===== src/rtl/cct_pkg.sv =====
`timescale 1ns/1ps
package cct_pkg;
  typedef enum logic [3:0] {
    A_CTRL  = 4'd0,
    A_CAPM  = 4'd1,
    A_CMP0  = 4'd2,
    A_CMP1  = 4'd3,
    A_CMP2  = 4'd4,
    A_SETEN = 4'd5,
    A_RSTEN = 4'd6,
    A_TGLEN = 4'd7,
    A_PORT  = 4'd8,
    A_FLAGS = 4'd9,
    A_COUNT = 4'd10
  } cct_addr_e;

  typedef enum logic [1:0] {
    SRC_OFF  = 2'd0,
    SRC_TICK = 2'd1,
    SRC_PIN  = 2'd2,
    SRC_OFF2 = 2'd3
  } cct_src_e;

  localparam int CTRL_W     = 7;
  localparam int CTRL_XRST  = 4;
  localparam int CTRL_IRQLO = 5;
  localparam int CTRL_IRQHI = 6;
  localparam int NCMP       = 3;
endpackage


===== src/rtl/cct_count.sv =====
`timescale 1ns/1ps
module cct_count
  import cct_pkg::*;
#(
  parameter int CNT_W     = 16,
  parameter int LO_W      = 8,
  parameter int DIV_SEL_W = 2
) (
  input  logic                 clk,
  input  logic                 rst_n,
  input  logic                 tick_i,
  input  logic                 cnt_pin_i,
  input  logic                 ext_rst_pin_i,
  input  logic                 ext_rst_en_i,
  input  logic                 idle_i,
  input  logic [DIV_SEL_W-1:0] div_i,
  input  cct_src_e             src_i,
  input  logic                 cfg_chg_i,
  output logic [CNT_W-1:0]     cnt_o,
  output logic                 step_o,
  output logic                 ovf_lo_o,
  output logic                 ovf_hi_o
);
  localparam int PRE_W = (1 << DIV_SEL_W) - 1;

  logic             pin_s1_q, pin_s2_q, clr_s1_q, clr_s2_q;
  logic [PRE_W-1:0] pre_q, pre_d, pre_last;
  logic [CNT_W-1:0] cnt_q, cnt_d;
  logic             step_q, step_d;
  logic             src_ev, pre_wrap, inc, cnt_clr, pre_en, cnt_en;

  // source event and prescaler terminal value
  always_comb begin
    unique case (src_i)
      SRC_TICK: src_ev = tick_i;
      SRC_PIN:  src_ev = pin_s1_q & ~pin_s2_q;
      default:  src_ev = 1'b0;
    endcase
    pre_last = PRE_W'((1 << div_i) - 1);
    pre_wrap = (pre_q == pre_last);
    cnt_clr  = idle_i | (ext_rst_en_i & clr_s1_q & ~clr_s2_q);
    inc      = src_ev & pre_wrap & ~cnt_clr;
  end

  always_comb begin
    pre_en = cnt_clr | cfg_chg_i | src_ev;
    if (cnt_clr || cfg_chg_i) pre_d = '0;
    else if (pre_wrap)        pre_d = '0;
    else                      pre_d = pre_q + 1'b1;

    cnt_en = cnt_clr | inc;
    if (cnt_clr) cnt_d = '0;
    else         cnt_d = cnt_q + 1'b1;

    step_d = cnt_en && (cnt_d != cnt_q);
  end

  always_ff @(posedge clk or negedge rst_n) begin
    if (!rst_n) begin
      pin_s1_q <= 1'b0;
      pin_s2_q <= 1'b0;
      clr_s1_q <= 1'b0;
      clr_s2_q <= 1'b0;
      pre_q    <= '0;
      cnt_q    <= '0;
      step_q   <= 1'b0;
    end else begin
      pin_s1_q <= cnt_pin_i;
      pin_s2_q <= pin_s1_q;
      clr_s1_q <= ext_rst_pin_i;
      clr_s2_q <= clr_s1_q;
      step_q   <= step_d;
      if (pre_en) pre_q <= pre_d;
      if (cnt_en) cnt_q <= cnt_d;
    end
  end

  assign cnt_o    = cnt_q;
  assign step_o   = step_q;
  assign ovf_lo_o = inc & (&cnt_q[LO_W-1:0]);
  assign ovf_hi_o = inc & (&cnt_q);

  // idle leaves counter and prescaler at zero
  a_r13_idle_clears: assert property (@(posedge clk) disable iff (!rst_n)
    idle_i |=> (cnt_q == '0 && pre_q == '0));

  // changing division or source restarts the prescaler
  a_r3_cfg_restarts_prescaler: assert property (@(posedge clk) disable iff (!rst_n)
    cfg_chg_i |=> (pre_q == '0));

  // counter only steps by one or returns to zero
  a_r4_no_load: assert property (@(posedge clk) disable iff (!rst_n)
    !$stable(cnt_q) |-> (cnt_q == $past(cnt_q) + 1'b1 || cnt_q == '0));
endmodule


===== src/rtl/cct_capture.sv =====
`timescale 1ns/1ps
module cct_capture #(
  parameter int CNT_W = 16
) (
  input  logic             clk,
  input  logic             rst_n,
  input  logic             tick_i,
  input  logic             pin_i,
  input  logic [1:0]       mode_i,
  input  logic [CNT_W-1:0] cnt_i,
  output logic [CNT_W-1:0] val_o,
  output logic             hit_o
);
  logic             samp_q;
  logic [CNT_W-1:0] val_q;
  logic             rise, fall, hit;

  always_comb begin
    rise = tick_i &  pin_i & ~samp_q;
    fall = tick_i & ~pin_i &  samp_q;
    hit  = (rise & mode_i[0]) | (fall & mode_i[1]);
  end

  always_ff @(posedge clk or negedge rst_n) begin
    if (!rst_n) begin
      samp_q <= 1'b0;
      val_q  <= '0;
    end else begin
      if (tick_i) samp_q <= pin_i;
      if (hit)    val_q  <= cnt_i;
    end
  end

  assign val_o = val_q;
  assign hit_o = hit;

  // with no edge selected the register keeps its value
  a_r5_no_mode_no_capture: assert property (@(posedge clk) disable iff (!rst_n)
    (mode_i == 2'b00) |=> $stable(val_q));

  // nothing is captured outside tick cycles
  a_r6_capture_on_tick_only: assert property (@(posedge clk) disable iff (!rst_n)
    !tick_i |=> $stable(val_q));
endmodule


===== src/rtl/cct_cmp_port.sv =====
`timescale 1ns/1ps
module cct_cmp_port
  import cct_pkg::*;
#(
  parameter int CNT_W  = 16,
  parameter int PORT_W = 8
) (
  input  logic                       clk,
  input  logic                       rst_n,
  input  logic [CNT_W-1:0]           cnt_i,
  input  logic                       step_i,
  input  logic [NCMP-1:0][CNT_W-1:0] cmp_i,
  input  logic [PORT_W-3:0]          set_en_i,
  input  logic [PORT_W-3:0]          rst_en_i,
  input  logic [1:0]                 tgl_en_i,
  input  logic                       port_wr_i,
  input  logic [PORT_W-1:0]          port_wdata_i,
  output logic [PORT_W-1:0]          port_o,
  output logic [NCMP-1:0]            match_o
);
  localparam int NSET = PORT_W - 2;
  localparam int NTGL = 2;

  logic [NCMP-1:0]   match;
  logic [PORT_W-1:0] port_q, port_d;
  logic              port_en;

  for (genvar k = 0; k < NCMP; k++) begin : g_match
    assign match[k] = step_i && (cnt_i == cmp_i[k]);
  end

  always_comb begin
    port_d = port_wr_i ? port_wdata_i : port_q;
    for (int i = 0; i < NSET; i++) begin
      if (match[0] && set_en_i[i]) port_d[i] = 1'b1;
      if (match[1] && rst_en_i[i]) port_d[i] = 1'b0;
    end
    for (int j = 0; j < NTGL; j++) begin
      if (match[2] && tgl_en_i[j]) port_d[NSET+j] = ~port_d[NSET+j];
    end
    port_en = port_wr_i | (|match);
  end

  always_ff @(posedge clk or negedge rst_n) begin
    if (!rst_n)       port_q <= '0;
    else if (port_en) port_q <= port_d;
  end

  assign port_o  = port_q;
  assign match_o = match;

  // coincident set and clear leaves the cleared bits low
  a_r8_clear_wins: assert property (@(posedge clk) disable iff (!rst_n)
    (match[0] && match[1]) |=> ((port_q[NSET-1:0] & $past(rst_en_i)) == '0));

  // a match never repeats on the following cycle
  a_r7_single_fire: assert property (@(posedge clk) disable iff (!rst_n)
    (|match) |=> ((match & $past(match)) == '0));

  // enabled toggle flips bit NSET
  a_r9_toggle_low: assert property (@(posedge clk) disable iff (!rst_n)
    (match[2] && !port_wr_i && tgl_en_i[0]) |=> (port_q[NSET] != $past(port_q[NSET])));
endmodule


===== src/rtl/cc_event_timer.sv =====
`timescale 1ns/1ps
module cc_event_timer
  import cct_pkg::*;
#(
  parameter int CNT_W  = 16,
  parameter int NCAP   = 4,
  parameter int PORT_W = 8,
  parameter int ADDR_W = 4
) (
  input  logic                  clk,
  input  logic                  rst_n,
  input  logic                  tick_i,
  input  logic                  cnt_pin_i,
  input  logic                  ext_rst_pin_i,
  input  logic                  idle_i,
  input  logic [NCAP-1:0]       cap_pin_i,
  input  logic                  wr_en_i,
  input  logic [ADDR_W-1:0]     addr_i,
  input  logic [CNT_W-1:0]      wr_data_i,
  output logic [CNT_W-1:0]      rd_data_o,
  output logic [NCAP*CNT_W-1:0] cap_val_o,
  output logic [PORT_W-1:0]     port_o,
  output logic [NCAP-1:0]       cap_flag_o,
  output logic [NCMP-1:0]       cmp_flag_o,
  output logic                  ovf_lo_flag_o,
  output logic                  ovf_hi_flag_o,
  output logic                  ovf_irq_o
);
  localparam int NSET   = PORT_W - 2;
  localparam int CAPM_W = 2 * NCAP;
  localparam int FL_W   = NCAP + NCMP + 2;
  localparam int FL_LO  = NCAP + NCMP;
  localparam int FL_HI  = NCAP + NCMP + 1;

  logic [CTRL_W-1:0]            ctrl_q;
  logic [CAPM_W-1:0]            capm_q;
  logic [NCMP-1:0][CNT_W-1:0]   cmp_q;
  logic [NSET-1:0]              seten_q, rsten_q;
  logic [1:0]                   tglen_q;
  logic [FL_W-1:0]              flags_q, flags_d, flags_set, flags_clr;

  logic wr_ctrl, wr_capm, wr_seten, wr_rsten, wr_tglen, wr_port, wr_flags;
  logic [NCMP-1:0] wr_cmp;
  logic cfg_chg;

  logic [CNT_W-1:0]  cnt;
  logic              step, ovf_lo, ovf_hi;
  logic [NCAP-1:0]   cap_hit;
  logic [NCMP-1:0]   match;
  logic [PORT_W-1:0] port;

  // write decode
  always_comb begin
    wr_ctrl  = wr_en_i && (addr_i == A_CTRL);
    wr_capm  = wr_en_i && (addr_i == A_CAPM);
    wr_seten = wr_en_i && (addr_i == A_SETEN);
    wr_rsten = wr_en_i && (addr_i == A_RSTEN);
    wr_tglen = wr_en_i && (addr_i == A_TGLEN);
    wr_port  = wr_en_i && (addr_i == A_PORT);
    wr_flags = wr_en_i && (addr_i == A_FLAGS);
    for (int k = 0; k < NCMP; k++) begin
      wr_cmp[k] = wr_en_i && (addr_i == ADDR_W'(A_CMP0) + ADDR_W'(k));
    end
    cfg_chg = wr_ctrl && (wr_data_i[3:0] != ctrl_q[3:0]);
  end

  // config registers
  always_ff @(posedge clk or negedge rst_n) begin
    if (!rst_n) begin
      ctrl_q  <= '0;
      capm_q  <= '0;
      cmp_q   <= '0;
      seten_q <= '0;
      rsten_q <= '0;
      tglen_q <= '0;
    end else begin
      if (wr_ctrl)  ctrl_q  <= wr_data_i[CTRL_W-1:0];
      if (wr_capm)  capm_q  <= wr_data_i[CAPM_W-1:0];
      if (wr_seten) seten_q <= wr_data_i[NSET-1:0];
      if (wr_rsten) rsten_q <= wr_data_i[NSET-1:0];
      if (wr_tglen) tglen_q <= wr_data_i[1:0];
      for (int k = 0; k < NCMP; k++) begin
        if (wr_cmp[k]) cmp_q[k] <= wr_data_i;
      end
    end
  end

  cct_count #(.CNT_W(CNT_W), .LO_W(8), .DIV_SEL_W(2)) u_count (
    .clk           (clk),
    .rst_n         (rst_n),
    .tick_i        (tick_i),
    .cnt_pin_i     (cnt_pin_i),
    .ext_rst_pin_i (ext_rst_pin_i),
    .ext_rst_en_i  (ctrl_q[CTRL_XRST]),
    .idle_i        (idle_i),
    .div_i         (ctrl_q[1:0]),
    .src_i         (cct_src_e'(ctrl_q[3:2])),
    .cfg_chg_i     (cfg_chg),
    .cnt_o         (cnt),
    .step_o        (step),
    .ovf_lo_o      (ovf_lo),
    .ovf_hi_o      (ovf_hi)
  );

  for (genvar k = 0; k < NCAP; k++) begin : g_cap
    cct_capture #(.CNT_W(CNT_W)) u_cap (
      .clk    (clk),
      .rst_n  (rst_n),
      .tick_i (tick_i),
      .pin_i  (cap_pin_i[k]),
      .mode_i (capm_q[2*k +: 2]),
      .cnt_i  (cnt),
      .val_o  (cap_val_o[k*CNT_W +: CNT_W]),
      .hit_o  (cap_hit[k])
    );
  end

  cct_cmp_port #(.CNT_W(CNT_W), .PORT_W(PORT_W)) u_cmp (
    .clk          (clk),
    .rst_n        (rst_n),
    .cnt_i        (cnt),
    .step_i       (step),
    .cmp_i        (cmp_q),
    .set_en_i     (seten_q),
    .rst_en_i     (rsten_q),
    .tgl_en_i     (tglen_q),
    .port_wr_i    (wr_port),
    .port_wdata_i (wr_data_i[PORT_W-1:0]),
    .port_o       (port),
    .match_o      (match)
  );

  // interrupt flags: write one to clear, set wins
  always_comb begin
    flags_set = {ovf_hi, ovf_lo, match, cap_hit};
    flags_clr = wr_flags ? wr_data_i[FL_W-1:0] : '0;
    flags_d   = (flags_q & ~flags_clr) | flags_set;
  end

  always_ff @(posedge clk or negedge rst_n) begin
    if (!rst_n) flags_q <= '0;
    else        flags_q <= flags_d;
  end

  // register read
  always_comb begin
    rd_data_o = '0;
    unique case (addr_i)
      A_CTRL:  rd_data_o = CNT_W'(ctrl_q);
      A_CAPM:  rd_data_o = CNT_W'(capm_q);
      A_CMP0:  rd_data_o = cmp_q[0];
      A_CMP1:  rd_data_o = cmp_q[1];
      A_CMP2:  rd_data_o = cmp_q[2];
      A_SETEN: rd_data_o = CNT_W'(seten_q);
      A_RSTEN: rd_data_o = CNT_W'(rsten_q);
      A_TGLEN: rd_data_o = CNT_W'(tglen_q);
      A_PORT:  rd_data_o = CNT_W'(port);
      A_FLAGS: rd_data_o = CNT_W'(flags_q);
      A_COUNT: rd_data_o = cnt;
      default: rd_data_o = '0;
    endcase
  end

  assign port_o        = port;
  assign cap_flag_o    = flags_q[NCAP-1:0];
  assign cmp_flag_o    = flags_q[NCAP +: NCMP];
  assign ovf_lo_flag_o = flags_q[FL_LO];
  assign ovf_hi_flag_o = flags_q[FL_HI];
  assign ovf_irq_o     = (flags_q[FL_LO] & ctrl_q[CTRL_IRQLO]) |
                         (flags_q[FL_HI] & ctrl_q[CTRL_IRQHI]);

  // a flag stays set unless a one is written to its bit
  a_r12_flags_sticky: assert property (@(posedge clk) disable iff (!rst_n)
    1'b1 |=> ((flags_q & $past(flags_q & ~flags_clr)) == $past(flags_q & ~flags_clr)));

  // overflow request only from a set and enabled wrap flag
  a_r10_irq_source: assert property (@(posedge clk) disable iff (!rst_n)
    ovf_irq_o |-> (ovf_lo_flag_o || ovf_hi_flag_o));
endmodule


===== config.mk =====
export PLATFORM = sky130hd
export DESIGN_NAME = cc_event_timer
export DESIGN_NICKNAME = d
export VERILOG_FILES = /design/src/rtl/cct_pkg.sv /design/src/rtl/cct_count.sv /design/src/rtl/cct_capture.sv /design/src/rtl/cct_cmp_port.sv /design/src/rtl/cc_event_timer.sv
export SDC_FILE = /design/constraint.sdc
export NUM_CORES = 1
export LEC_CHECK = 0
export ABC_AREA = 0
export BUFFER_PORTS_ARGS = -buffer_cell sky130_fd_sc_hd__buf_2
export CAP_MARGIN = 25
export CORE_AREA = 2 2 153 155
export CTS_CLUSTER_DIAMETER = 60
export CTS_CLUSTER_SIZE = 20
export DETAILED_ROUTE_END_ITERATION = 10
export DIE_AREA = 0 0 155 157
export GPL_ROUTABILITY_DRIVEN = 0
export SYNTH_ARGS = -nofsm -noshare
export SYNTH_HDL_FRONTEND = slang
export SYNTH_SLANG_ARGS = --single-unit
export TNS_END_PERCENT = 50

===== constraint.sdc =====
create_clock -name clk -period 3.4 [get_ports clk]
set_input_delay 1.02 -clock clk [delete_from_list [all_inputs] [get_ports clk]]
set_output_delay 1.02 -clock clk [all_outputs]
set_load 0.01 [all_outputs]

==> flow_metrics.env, run 1 <==
export IMPL_dp_final_hpwl_um=19000
export IMPL_seq_area_um2=4650
export IMPL_fin_crit_ps=3370
export IMPL_crit_type="primary input to output pin"
export IMPL_rows=55
export IMPL_layout_common_cells="dfrtp_1, mux2_2, buf_2"
export IMPL_crit_family="buffers and inverters"
export IMPL_layout_cells_non_filler=1196
export IMPL_cp_arrival_ps=2350
export IMPL_hp_class="flop to flop"
export IMPL_grt_pass1_vias=6738
export IMPL_cp_buffers_inverters=3
export IMPL_rsz0062_at_grt="no"
export IMPL_clk_latency_ps=440
export IMPL_status="finished, final reports clean"
export IMPL_synth_top_cell_area_share=0.522
export IMPL_ys_warn_count=0
export IMPL_drc=0
export IMPL_cp_endpoint="rd_data_o[2]"
export IMPL_drtPass1Iterations=5
export IMPL_die_y_um=157
export IMPL_grt_pass1_wl_um=40800
export IMPL_fin_crit_sh=0.991
export IMPL_vias_per_cell=5.57
export IMPL_ctsHtreeMaxLevel=4
export IMPL_io_pins=129
export IMPL_syn_nets=795
export IMPL_synth_top_cell_by_area="dfrtp_1"
export IMPL_clk_pin_slew_ps=70
export IMPL_die_area_um2=24300
export IMPL_cts_sinks=186
export IMPL_syn_area_per_cell_um2=11.7
export IMPL_cts_path_max_buffers=2
export IMPL_multiInputGateArea_um2=4050
export IMPL_synth_edff_count=0
export IMPL_root_buffer="clkbuf_16"
export IMPL_hold_viol_final=0
export IMPL_die_w_um=155
export IMPL_cp_start_kind="primary input"
export IMPL_critical_path_most_common_cell="buf_2"
export IMPL_slew_headroom=0.417
export IMPL_worstReg2RegEnd="u_count.cnt_o[13]"
export IMPL_core_area_um2=22500
export IMPL_postRouteWirelength_um=26300
export IMPL_slew_viol_final=0
export IMPL_gr_usage_all_layers=0.223
export IMPL_rr_startpoint="ctrl_q[0]"
export IMPL_power_density_nw_per_um2=535
export IMPL_hold_buffers=0
export IMPL_n_antenna_cell=0
export IMPL_ant_nets=0
export IMPL_synthFlopType="dfrtp_1"
export IMPL_synth_area_um2=8910
export IMPL_crit_start="addr_i[2]"
export IMPL_routedWlPerCell_um=22.0
export IMPL_max_cap_viol_count=0
export IMPL_worst_pin_slew_ps=872
export IMPL_vias=6664
export IMPL_ys_seq_area_frac=0.522
export IMPL_irDropWorstVdd_mv=0.344
export IMPL_initial_core_util=0.396
export IMPL_rrSetupSlack_ps=1020
export IMPL_dr_first_iter_drc_count=542
export IMPL_layout_commonest_cell="dfrtp_1"
export IMPL_critPathCaptureType="output pin"
export IMPL_finalNetCount=933
export IMPL_io_buffer_count=128
export IMPL_holdWs_ps=375
export IMPL_nFillCells=2066
export IMPL_r2r_cells=5
export IMPL_clock_skew_ps=10.1
export IMPL_antenna_found_initial=0
export IMPL_crit_chain="buf_2 -> buf_12 -> and2_1 -> a22oi_1 -> nor3_1 -> a221oi_1 -> nand4_1 -> buf_2"
export IMPL_async_flop_share=1.00
export IMPL_clock_fmax_ghz=0.297
export IMPL_area_delta_synth_final_pct=20.5
export IMPL_cp_required_ps=2380
export IMPL_yosys_register_bits=186
export IMPL_cpPeakStageDelay_ps=210
export IMPL_synth_cells=760
export IMPL_synth_distinct_cells=49
export IMPL_worst_path_stages=8
export IMPL_grt_max_degree=78
export IMPL_crit_slowest_cell="a221oi_1"
export IMPL_power_leakage_nw=5.15
export IMPL_cts_tree="built"
export IMPL_overflow=0
export IMPL_cp_max_fo=20
export IMPL_setup_violations=0
export IMPL_layout_drive_gt1_share=0.396
export IMPL_cts_made_buffers=17
export IMPL_yosys_top_cells_area="dfrtp_1, mux2_2, xor2_1, nand2_1, a22oi_1"
export IMPL_dp_cells=1164
cell usage after synthesis (3+ instances only):
cell,instances
nor2_1,17
a221oi_1,6
mux2_2,141
nand2_1,67
nand4_1,10
a31oi_1,7
and2_1,5
nor2b_1,6
xnor2_1,22
and4_1,3
mux2i_1,10
ha_1,4
nor4_1,14
a222oi_1,6
inv_1,6
a22oi_1,29
a21oi_1,23
dfrtp_1,186
or3_1,11
nor3_1,11
buf_1,3
nand3b_1,8
nand2b_1,5
o211ai_1,4
o21ai_1,3
clkbuf_1,51
nand3_1,9
o21ai_0,25
xor2_1,38
o21bai_1,3
a22o_1,4
power breakdown:
group,internal (mW),leakage (nW),switching [mW]
clock network,1.05,0.277,0.922
logic,0.487,2.46,0.473
registers,2.49,2.41,0.332
total,4.02,5.15,1.73
final cells by class:
cell class,count,share of cell area
clock buffer,18,0.0409
clock inverter,14,0.0128
inverter,6,0.00210
multi-input combinational,512,0.377
sequential,186,0.433
tap,285,0.0332
timing repair buffer,175,0.101
layer usage:
metal	up-vias	track usage	routed length (um)
li1	3021	-	-
met1	3371	0.310	12100
met2	227	0.349	12100
met3	45	0.0435	1440
met4	0	0.0776	598
met5	-	0	0
stage by stage:
step                 util  total power [mW]  TNS (ps)  worst slack [ps]  instance area [um^2]
floorplan               -              3.35         0              11.8                  8910
global placement    0.450              3.79     -9.04             -9.04                 10100
detailed placement  0.451              3.81     -28.5             -28.5                 10100
CTS                 0.476              5.78         0              27.9                 10700
global route        0.477              6.02         0              5.51                 10700
finish              0.477              5.75         0              32.0                 10700
flip-flops by register name (all words and copies together), names as in the netlist, 2 cells and up:
signal / flops
g_cap.u_cap.val_o: 64
cmp_q: 48
u_count.cnt_o: 16
flags_q: 9
capm_q: 8
u_cmp.port_o: 8
ctrl_q: 7
rsten_q: 6
seten_q: 6
g_cap.u_cap.samp_q: 4
u_count.pre_q: 3
tglen_q: 2
logic make-up after synthesis:
logic type,after synthesis,synth area share
AND/OR/NAND/NOR,176,0.102
buffers and inverters,62,0.0264
flip-flops,186,0.522
AO/OA/AOI/OAI,121,0.0956
XOR/XNOR,60,0.0590
adder cells (fa/ha/maj),4,0.00562
multiplexers,151,0.189
repair_timing:
item | CTS | global route
resized for setup | 1 | 5
buffers inserted | 0 | 0
setup endpoints to repair | 1 | 10
gates cloned | 0 | 0
pin swaps | 0 | 4
worst reg2reg max path, stage by stage, from the launching register on:
cell and delay (ps):
dfrtp_1 460, or2_4 290, a2111oi_4 620, o2111ai_2 360
or3_1 400, a21oi_1 160
worst min-delay path by stage:
stage                           from               end  slack (ps)  depth (start not counted)
floorplan           u_count.pin_s1_q  u_count.pin_s2_q         350                          0
global placement    u_count.clr_s1_q  u_count.clr_s2_q         360                          0
detailed placement  u_count.clr_s1_q  u_count.clr_s2_q         360                          0
CTS                 u_count.clr_s1_q  u_count.clr_s2_q         380                          0
global route        u_count.clr_s1_q  u_count.clr_s2_q         390                          0
finish              u_count.clr_s1_q  u_count.clr_s2_q         370                          0
No activity file was read; power rests on OpenSTA's default activity.
==> run 2, diff against run 1 <==
--- a/config.mk
+++ b/config.mk
@@ -6,14 +6,15 @@
 export NUM_CORES = 1
 export LEC_CHECK = 0
 export ABC_AREA = 0
-export BUFFER_PORTS_ARGS = -buffer_cell sky130_fd_sc_hd__buf_2
 export CAP_MARGIN = 25
 export CORE_AREA = 2 2 153 155
 export CTS_CLUSTER_DIAMETER = 60
 export CTS_CLUSTER_SIZE = 20
 export DETAILED_ROUTE_END_ITERATION = 10
 export DIE_AREA = 0 0 155 157
+export DONT_BUFFER_PORTS = 1
 export GPL_ROUTABILITY_DRIVEN = 0
+export SLEW_MARGIN = 20
 export SYNTH_ARGS = -nofsm -noshare
 export SYNTH_HDL_FRONTEND = slang
 export SYNTH_SLANG_ARGS = --single-unit
==> run 2 against run 1 <==
Flip-flop and latch count unchanged; total power is 2.7% lower; largest power group unchanged; clock skew rose by 6.6 ps; critical path type unchanged.
==> flow_metrics.env, run 2 (synthesis gave the netlist of run 1 again) <==
export IMPL_cp_endpoint="rd_data_o[8]"
export IMPL_crit_type="primary input to output pin"
export IMPL_status="finished, final reports clean"
export IMPL_vias_per_cell=5.86
export IMPL_n_antenna_cell=0
export IMPL_cts_setup_buffers=0
export IMPL_initial_core_util=0.396
export IMPL_seq_area_um2=4650
export IMPL_clk_pin_slew_ps=70
export IMPL_nFillCells=2102
export IMPL_hold_viol_final=0
export IMPL_io_pins=129
export IMPL_die_y_um=157
export IMPL_dr_first_iter_drc_count=434
export IMPL_overflow=0
export IMPL_cts_path_max_buffers=2
export IMPL_grt_max_degree=187
export IMPL_antenna_found_initial=0
export IMPL_routedWlPerCell_um=24.5
export IMPL_globalRouteMet2Util=0.331
export IMPL_die_w_um=155
export IMPL_drtPass1Iterations=6
export IMPL_worst_pin_slew_ps=980
export IMPL_area_delta_synth_final_pct=10.1
export IMPL_cts_made_buffers=17
export IMPL_rows=55
export IMPL_io_buffer_count=0
export IMPL_finalNetCount=777
export IMPL_root_buffer="clkbuf_16"
export IMPL_clock_fmax_ghz=0.314
export IMPL_cp_start_kind="primary input"
export IMPL_clock_skew_ps=16.7
export IMPL_cts_tree="built"
export IMPL_rsz0062_at_grt="no"
export IMPL_power_density_nw_per_um2=571
export IMPL_multiInputGateArea_um2=4040
export IMPL_rr_startpoint="ctrl_q[0]"
export IMPL_layout_common_cells="dfrtp_1, mux2_2, nand2_1"
export IMPL_die_area_um2=24300
export IMPL_postRouteWirelength_um=25400
export IMPL_gr_usage_all_layers=0.217
export IMPL_rrSetupSlack_ps=1080
export IMPL_setup_ws_ps=213
export IMPL_crit_start="addr_i[3]"
export IMPL_layout_commonest_cell="dfrtp_1"
export IMPL_setup_violations=0
export IMPL_cp_required_ps=2380
export IMPL_ctsResizeCount=0
export IMPL_r2r_cells=5
export IMPL_grtUsageMet3=0.0460
export IMPL_critPathCaptureType="output pin"
export IMPL_cp_max_fo=23
export IMPL_cp_arrival_ps=2170
export IMPL_clk_latency_ps=440
export IMPL_ctsHtreeMaxLevel=4
export IMPL_ant_nets=0
export IMPL_worstReg2RegEnd="u_count.cnt_o[13]"
export IMPL_top_usage_layer="met2"
export IMPL_fin_crit_sh=0.937
export IMPL_grt_pass1_vias=6103
export IMPL_grt_pass1_wl_um=39400
export IMPL_place_ws_ps=217
export IMPL_irDropWorstVdd_mv=0.331
export IMPL_vias=6091
export IMPL_layout_drive_gt1_share=0.269
export IMPL_power_leakage_nw=4.35
export IMPL_setup_tns_ps=0
export IMPL_slew_headroom=0.345
export IMPL_max_cap_viol_count=0
export IMPL_fin_crit_ps=3190
export IMPL_drc=0
export IMPL_hp_class="primary input to async pin"
export IMPL_cts_sinks=186
export IMPL_gr_usage_met1=0.308
export IMPL_slew_viol_final=0
export IMPL_power_mw=5.60
export IMPL_largest_reg_flops=64
export IMPL_dp_final_hpwl_um=17800
export IMPL_hold_buffers=0
export IMPL_core_area_um2=22500
## run 2: report_power, final
| group | internal (mW) | leakage, nW | switching (mW) | total (mW) |
|---|---|---|---|---|
| clock network | 1.13 | 0.283 | 0.892 | 2.02 |
| registers | 2.49 | 2.41 | 0.365 | 2.85 |
| logic | 0.400 | 1.66 | 0.322 | 0.722 |
## run 2: critical path, stage by stage
cell	delay, ps
nor2b_1	130
and2_1	260
buf_4	220
a222oi_1	360
nand2_1	170
## run 2: worst min path at each step
stage | slack (ps) | start | to
floorplan | 350 | u_count.pin_s1_q | u_count.pin_s2_q
CTS | 270 | rst_n | g_cap[1].u_cap.val_o[9]
global route | 260 | rst_n | cmp_q[27]
finish | 290 | rst_n | cmp_q[27]
detailed placement | 370 | u_count.pin_s1_q | u_count.pin_s2_q
global placement | 360 | u_count.clr_s1_q | u_count.clr_s2_q
## run 2: metrics by stage
stage,cell area [um^2],utilization,instances,hold slack (ps)
after floorplan,8910,-,760,354
after global placement,9220,0.410,1008,357
after detailed placement,9220,0.410,1008,369
after CTS,9810,0.436,1040,269
after global routing,9810,0.436,1040,257
final,9810,0.436,1040,285
## run 2: final cells by class
type                    instances  area share
clock buffers                  19      0.0462
clock inverters                13      0.0143
inverters                       6     0.00230
multi-input cells             512       0.412
flip-flops and latches        186       0.475
well taps                     285      0.0364
repair buffers                 19      0.0145
## run 2: routing by layer
layer	wire, um	vias up
met1	11600	3150
met5	0	-
li1	-	2704
met3	1720	28
met2	11600	209
met4	508	0
==> run 3, diff against run 2 <==
--- a/config.mk
+++ b/config.mk
@@ -8,6 +8,7 @@
 export ABC_AREA = 0
 export CAP_MARGIN = 25
 export CORE_AREA = 2 2 153 155
+export CTS_BUF_LIST = sky130_fd_sc_hd__clkbuf_8
 export CTS_CLUSTER_DIAMETER = 60
 export CTS_CLUSTER_SIZE = 20
 export DETAILED_ROUTE_END_ITERATION = 10
==> run 3 against run 2 <==
Total power fell by 8.6%; routed wire length barely moved; worst hold slack got worse by 44 ps; register-to-register slack barely moved; critical path depth fell by 2; flip-flop and latch count did not move; via count rose by 0.57%; cell area fell by 2.0%.
==> flow_metrics.env, run 3 (synthesis gave the netlist of run 1 again) <==
export IMPL_status="finished, final reports clean"
export IMPL_power_mw=5.12
export IMPL_nFillCells=2131
export IMPL_crit_type="primary input to output pin"
export IMPL_antenna_found_initial=0
export IMPL_vias=6126
export IMPL_layout_common_cells="dfrtp_1, mux2_2, nand2_1"
export IMPL_irDropWorstVdd_mv=0.251
export IMPL_cts_made_buffers=17
export IMPL_cp_required_ps=2380
export IMPL_ctsHtreeMaxLevel=4
export IMPL_placed_area_um2=9220
export IMPL_clock_fmax_ghz=0.311
export IMPL_finalNetCount=777
export IMPL_clk_pin_slew_ps=90
export IMPL_cts_setup_buffers=0
export IMPL_drc=0
export IMPL_fin_crit_ps=3210
export IMPL_cp_max_fo=20
export IMPL_hold_viol_final=0
export IMPL_postRouteWirelength_um=25400
export IMPL_root_buffer="clkbuf_8"
export IMPL_n_antenna_cell=0
export IMPL_ctsResizeCount=0
export IMPL_grt_pass1_wl_um=39200
export IMPL_worst_pin_slew_ps=984
export IMPL_vias_per_cell=5.89
export IMPL_slew_viol_final=0
export IMPL_dp_final_hpwl_um=17800
export IMPL_initial_core_util=0.396
export IMPL_gr_usage_all_layers=0.216
export IMPL_drtPass1Iterations=5
export IMPL_grt_max_degree=187
export IMPL_setup_ws_ps=185
export IMPL_area_delta_synth_final_pct=7.90
export IMPL_io_buffer_count=0
export IMPL_power_density_nw_per_um2=532
export IMPL_cts_sinks=186
export IMPL_die_y_um=157
export IMPL_cp_arrival_ps=2190
export IMPL_rsz0062_at_grt="no"
export IMPL_clk_latency_ps=480
export IMPL_place_ws_ps=217
export IMPL_clock_skew_ps=17.9
export IMPL_max_cap_viol_count=0
export IMPL_critPathCaptureType="output pin"
export IMPL_fin_crit_sh=0.945
export IMPL_power_leakage_nw=4.27
export IMPL_slew_headroom=0.342
export IMPL_die_area_um2=24300
export IMPL_core_area_um2=22500
export IMPL_rows=55
export IMPL_largest_reg_flops=64
export IMPL_design_area_um2=9620
export IMPL_dr_first_iter_drc_count=444
export IMPL_layout_drive_gt1_share=0.269
export IMPL_grt_pass1_vias=6075
export IMPL_setup_violations=0
export IMPL_ant_nets=0
export IMPL_overflow=0
export IMPL_cts_tree="built"
export IMPL_hold_buffers=0
export IMPL_cts_path_max_buffers=2
export IMPL_layout_commonest_cell="dfrtp_1"
export IMPL_cp_start_kind="primary input"
export IMPL_hp_class="primary input to async pin"
export IMPL_die_w_um=155
export IMPL_io_pins=129
export IMPL_setup_tns_ps=0
export IMPL_routedWlPerCell_um=24.5
run 3: cell count changes in the layout (fill, tap and decap cells not counted):
cell / change
clkbuf_16: -17
clkbuf_8: +17
run 3: stage by stage:
stage,instances,hold WS [ps],utilization
after floorplan,760,354,-
after global placement,1008,357,0.410
after detailed placement,1008,369,0.410
after CTS,1040,207,0.427
after global routing,1040,191,0.427
final,1040,242,0.427
run 3: area by class of cell:
cell class	instances	area (um^2)	area share
clock buffer	19	262	0.0272
clock inverter	13	140	0.0146
inverter	6	22.5	0.00234
multi-input combinational	512	4040	0.420
sequential	186	4650	0.484
tap	285	357	0.0371
timing repair buffer	19	143	0.0148
run 3: worst paths after layout:
path,from,to,slack [ps],depth (start not counted)
min,rst_n,cmp_q[27],240,0
min in group clk,u_count.pin_s1_q,u_count.pin_s2_q,400,0
max in group asynchronous,rst_n,g_cap[0].u_cap.val_o[4],2900,0
max,addr_i[1],rd_data_o[5],190,3
max reg2reg,ctrl_q[0],u_count.cnt_o[13],1080,5
min reg2reg,u_count.pin_s1_q,u_count.pin_s2_q,400,0
run 3: critical path: stages:
cell and delay [ps]:
nor4b_2 690, a222oi_1 260, o211ai_1 230
run 3: metal layers:
layer  global-route usage  part of all wire  routed length (um)
met1                0.305              0.46               11700
met2                0.330              0.45               11600
met3               0.0531             0.066                1690
met4               0.0666             0.018                 463
met5                    0                 0                   0
run 3: report_power, final:
group | leakage [nW] | internal [mW] | switching, mW | total, mW
logic | 1.66 | 0.400 | 0.323 | 0.722
registers | 2.41 | 2.49 | 0.367 | 2.85
clock network | 0.195 | 0.697 | 0.842 | 1.54
